**src/rtl/regfile_alias.sv**
```systemverilog
module regfile_alias #(
  parameter int DW = 8,
  parameter int NREG = 16,
  parameter int PAIR_BASE = 10
) (
  input  logic                  clk,
  input  logic                  rst_n,
  input  logic [3:0]            rd_a_idx,
  output logic [DW-1:0]         rd_a_data,
  input  logic [3:0]            rd_b_idx,
  output logic [DW-1:0]         rd_b_data,
  input  logic [3:0]            xrd_idx,
  output logic [2*DW-1:0]       xrd_data,
  input  logic                  wr_en,
  input  logic [3:0]            wr_idx,
  input  logic [DW-1:0]         wr_data,
  input  logic                  cy_we,
  input  logic                  cy_in,
  output logic                  cy_out
);
  localparam int IW = $clog2(NREG);

  logic [DW-1:0] regs [NREG];
  logic          cy_q;

  always_ff @(posedge clk or negedge rst_n) begin
    if (!rst_n) begin
      for (int i = 0; i < NREG; i++) regs[i] <= '0;
    end else if (wr_en && wr_idx != '0) begin
      regs[wr_idx[IW-1:0]] <= wr_data;
    end
  end

  always_ff @(posedge clk or negedge rst_n) begin
    if (!rst_n)     cy_q <= 1'b0;
    else if (cy_we) cy_q <= cy_in;
  end

  assign rd_a_data = (rd_a_idx == '0) ? '0 : regs[rd_a_idx[IW-1:0]];
  assign rd_b_data = (rd_b_idx == '0) ? '0 : regs[rd_b_idx[IW-1:0]];
  assign cy_out    = cy_q;

  logic [IW-1:0] hi_idx, lo_idx;
  assign hi_idx = IW'({xrd_idx, 1'b0} - 5'd16);
  assign lo_idx = IW'({xrd_idx, 1'b1} - 5'd16);

  always_comb begin
    if (xrd_idx < 4'(PAIR_BASE))
      xrd_data = {{DW{1'b0}}, (xrd_idx == '0) ? {DW{1'b0}} : regs[xrd_idx[IW-1:0]]};
    else
      xrd_data = {regs[hi_idx], regs[lo_idx]};
  end
endmodule

```
**config.mk**
```make
export PLATFORM = sky130hd
export DESIGN_NAME = regfile_alias
export DESIGN_NICKNAME = d
export VERILOG_FILES = /design/src/rtl/regfile_alias.sv
export SDC_FILE = /design/constraint.sdc
export NUM_CORES = 1
export LEC_CHECK = 0
export BUFFER_PORTS_ARGS = -buffer_cell sky130_fd_sc_hd__buf_2
export CELL_PAD_IN_SITES_DETAIL_PLACEMENT = 0
export CELL_PAD_IN_SITES_GLOBAL_PLACEMENT = 2
export CORE_MARGIN = 10
export CORE_UTILIZATION = 39
export DETAILED_ROUTE_END_ITERATION = 8
export PLACE_DENSITY = 0.74
export SLEW_MARGIN = 25
export SYNTH_ARGS = -nofsm -noshare
export SYNTH_HDL_FRONTEND = slang
export SYNTH_SLANG_ARGS = --single-unit
export TNS_END_PERCENT = 30
```
**constraint.sdc**
```tcl
create_clock -name clk -period 1.3 [get_ports clk]
set_input_delay 0.065 -clock clk [delete_from_list [all_inputs] [get_ports clk]]
set_output_delay 0.065 -clock clk [all_outputs]
set_load 0.005 [all_outputs]
```
Yosys cells after proc, flatten, opt, wreduce, memory -nomap -nowiden
Cells that the tools add are included.
W data, S select, Z words.
- register bits: 129
- input port bits: 29
- output and inout bits: 33
- logic and storage cells: 61
- add/subtract/negate cells: 2
- magnitude comparators: 8
- muxes and demuxes: 22
- bitwise gates (word level): 6
- reductions and logical operators: 6
- operator list (kind ; count):
    $bmux W8 S4 ; 5
    $bwmux W128 ; 1
    $mux W8 ; 14
    $demux W8 S4 ; 1
    $ge A5 B5 Y1 const B ; 6
    $not A4 Y5 ; 6
    $mux W16 ; 1
    $logic_not A4 Y1 ; 3
    $sub A4 B1 Y4 const B ; 2
    $lt A5 B1 Y1 const B ; 1
    $lt A4 B4 Y1 const B ; 1
    $reduce_bool A4 Y1 ; 1
    $logic_and A1 B1 Y1 ; 2

Depth between registers and ports, before layout
- word-level depth: 6
- depth in mapped cells: 8
- depth with buffers taken out: 4

Least setup slack after synthesis
OpenSTA, ideal clock, no wires.
- kind: input to output
- start point: input port rd_b_idx[0]
- end point: output port rd_b_data[4]
- arrival time: 1323 ps
- path slack: -88 ps
- stages: 5
- buffers on the path: 3
- cell sequence: buf_6 buf_12 buf_2 mux4_2 a221o_1
- longest elaborated chain between the ends: 5
- elaborated cells between the ends (all ways): 6
- ends and longest elaborated chain (element ; RTL line ; text):
    start: declaration ; 10 ; input logic [3:0] rd_b_idx,
    $not A4 Y5 (not written as such) ; 40 ; assign rd_b_data = (rd_b_idx == '0) ? '0 : regs[rd_b_idx[IW-1:0]];
    $bmux W8 S4 ; 40 ;
    $mux W8 (not written as such) (2 in a row) ; 40 ;
    $mux W8 * ; 40 ;
    end: declaration ; 11 ; output logic [DW-1:0] rd_b_data,
Mark *: on every way between the ends. The rest lies on a longest branch, timed or not. The select of a mux whose other input is x is not followed.

Worst setup path in the final report
- start point: register regs[32] (netlist name)
- end point: output port rd_b_data[0]
- longest elaborated chain between the ends: 4
- ends and longest elaborated chain (element ; RTL line ; text):
    start: declaration ; 23 ; logic [DW-1:0] regs [NREG];
    start signal: indexed assignment ; 30 ; regs[wr_idx[IW-1:0]] <= wr_data;
    $bmux W8 S4 ; 40 ;
    $mux W8 (not written as such) (2 in a row) ; 40 ;
    $mux W8 ; 40 ;
Every way passes these cells. The select of a mux whose other input is x is not followed.

==> metrics <==
cell taking the most area after synthesis=sky130_fd_sc_hd__dfrtp_1; number of global-route vias before repair=6,552; Compound-Gate Fraction of Synth Area=0.0663; signal arrival time at the worst endpoint=1990 ps; number of H-tree levels=4; Yosys warning total=0; shortest period the worst path allows=2060 ps; clk root buf=sky130_fd_sc_hd__clkbuf_16; Total Die Area=0.0265 sq mm; reg-to-reg slack, setup=320 ps; Die Span Y=163 um; final setup TNS=-19,720 ps; main combinational cell family by area after synthesis=multiplexers; CORE AREA=0.0202 sq mm; maximum fanout along the worst path=4; final net count=772; first drt pass iteration count=5; power per cell area=1470 mW/mm^2; HPWL after detailed placement=20,500 um; number of register bits inferred by synthesis=121; fraction of synthesized cell area in xor and xnor cells=0; most common cell after layout, fill and taps aside=sky130_fd_sc_hd__mux2_2; max capacitance violation total=0; count of input and output buffers=61; synth-to-layout area growth=30.0%; clock tree from TritonCTS=done; Die Span X=163 um; maximum number of pins on one net before global-route repair=40; Worst IR Drop VDD=0.952 mV; Worst Hold Class=in -> async; clock network latency to the later pin of the worst-skew pair=420 ps; area of the multi-input gates=0.00475 sq mm; worst setup slack after layout=-755 ps; post-route clock period utilization=1.58; setup slack at placement=-526 ps; kind of launch point of the worst setup path=register; unrepaired setup endpoints after global routing=true; Final setup violation count=32; vias=6,290; Synth Instances=569; clock sinks=121; post-synthesis share of cell area spent on full adders, half adders and majority gates=0; destination of the critical timing path=rd_b_data[0]; fraction of layout instances using a drive strength above 1=0.661; final worst clock skew=0 ps; FF-to-FF Start=cy_out; post-detailed-placement cell area=0.00944 sq mm; post-synthesis sequential area ratio=0.381; Vias/cell=6.13; final estimated routing congestion in global placement=0.930; number of max-slew violations in the final report=0; cell type of the slowest stage on the worst timing path=sky130_fd_sc_hd__mux4_2; fillcell total=1,737; share of cell area taken by muxes after synthesis=0.454; maximum cell stage delay along the critical path=520 ps; R2R cell count=2; nature of the critical path endpoint=output port; required time reported for the critical path endpoint=1240 ps; wire length of the first global-routing pass=41,900 um; critical path start-end classification=reg -> out; maximum number of buffers from clock root to sink=2; final antenna diode count=0; Max Freq=487 MHz; Synthesized Nets=598; initial antenna violation count=0; antenna violation net count after detailed routing=0; Post-Synthesis Mean Instance Area=14.0 sq um; number of hold-slack violations in the final timing report=0; Routed Wire Length=27,300 um; mapped cell area=0.00795 sq mm; clock transition time at the flip-flop clock pins of the worst setup and hold paths=60 ps; cts bufs inserted=17; crit path launch=regs[32]; Starting DRT DRC Count=493; crit-path cells=mux4_2, nor2b_1, nor3_1, a221o_1, buf_2; violations in the final reports=setup timing; Synth area leaders=sky130_fd_sc_hd__dfrtp_1 (38%), sky130_fd_sc_hd__mux2_2 (20%), sky130_fd_sc_hd__mux4_2 (16%), sky130_fd_sc_hd__mux4_1 (7.6%), sky130_fd_sc_hd__a221o_1 (2.3%); count of unresolved DRC violations after routing=0; Leakage Power=4.43 nW; wire per inst=26.6 um; area of all placed cells without fillers=0.0103 sq mm; GR Overflow Total=0; worst flop-to-flop path endpoint=cy_out; GRT Overall Usage=0.210; Slew @ Worst Pin=1070 ps; area share of and/or/nand/nor cells after synthesis=0.0589; worst slew slack as a fraction of its limit=0.288; status=finished, violations left; Finished Layout Cells=1,026; top library cells by usage in the layout, fill and taps aside=sky130_fd_sc_hd__mux2_2 (144), sky130_fd_sc_hd__buf_4 (130), sky130_fd_sc_hd__dfrtp_1 (116); Placed Cells incl. Taps=984; number of distinct library cells after synthesis=34; total number of placement rows=52; Synth top area share=0.381; effective utilization at floorplan=0.394; area occupied by registers=0.00303 sq mm; number of placed I/O pins=62
## stage by stage
step           utilization  hold slack (ps)  power [mW]
3_5_place_dp         0.468            -63.6        10.0
4_1_cts              0.506             34.8        15.0
5_1_grt              0.512             53.0        15.8
6_report             0.512             33.9        15.1
3_3_place_gp         0.468            -65.0        9.84
2_1_floorplan            -             -231        8.12
## worst min path at each step
stage,from,end,depth (start not counted)
finish,rst_n,regs[85],2
global route,rst_n,regs[76],2
CTS,rst_n,regs[85],2
detailed placement,rst_n,regs[76],1
global placement,rst_n,regs[76],1
floorplan,rst_n,cy_out,0
## timing repair
| item | CTS | global route |
|---|---|---|
| endpoints found under the setup margin | 32 | 33 |
| gates resized for setup | 24 | 29 |
| pin swaps | 14 | 9 |
| endpoints found under the hold margin | 122 | 0 |
| buffers inserted | 6 | 3 |
| hold buffers | 3 | 0 |
## where the power goes
group          total (mW)  internal, mW  switching [mW]
Clock                4.82          2.94            1.89
Sequential           5.69          4.65            1.03
Combinational        4.63          2.90            1.74
## cells in the mapped netlist, drive strengths merged
library cell,n
inv,1
nand2b,6
buf,29
nor3,19
or3,3
a21oi,10
o21bai,1
mux2,144
a22oi,3
nor2b,22
nor2,28
mux2i,12
a211oi,2
dfrtp,121
or2,1
a221o,18
o221ai,1
clkbuf,25
nor3b,1
a221oi,20
nand3,1
nand2,4
o21ai,7
o21a,1
o22ai,4
and2,4
mux4,79
nand3b,2
## flip-flops by register name, summed over array words and instances, names as in the netlist
register,cells
cy_out,1
regs,120
## metal layers
| layer | up-vias | share of wire | GRT usage |
|---|---|---|---|
| met1 | 3320 | 0.41 | 0.271 |
| li1 | 2632 | - | - |
| met2 | 274 | 0.50 | 0.340 |
| met4 | 0 | 0.035 | 0.0869 |
| met5 | - | 0 | 0 |
| met3 | 64 | 0.063 | 0.0392 |
## worst max-delay path: cells and delay by family (launching register included)
family | cells | cell delay (ps)
mux | 1 | 520
compound gates | 1 | 290
flops | 1 | 410
simple gates | 2 | 200
buf+inv | 1 | 140
## layout make-up
class | instances | share of cell area
clock buffers | 19 | 0.0438
multi-input cells | 393 | 0.460
well taps | 270 | 0.0327
inverters | 1 | 0.000363
clock inverters | 13 | 0.0139
repair buffers | 209 | 0.156
flip-flops and latches | 121 | 0.294
## cell families (layout without fill, tap and decap cells)
| kind of cell | after synthesis | count (layout) |
|---|---|---|
| buffers and inverters | 55 | 242 |
| and+or+nand+nor | 91 | 91 |
| DFF | 121 | 121 |
| AOI/OAI and AO/OA | 67 | 67 |
| muxes | 235 | 235 |
Note: power is estimated with default switching activity, not from simulation.
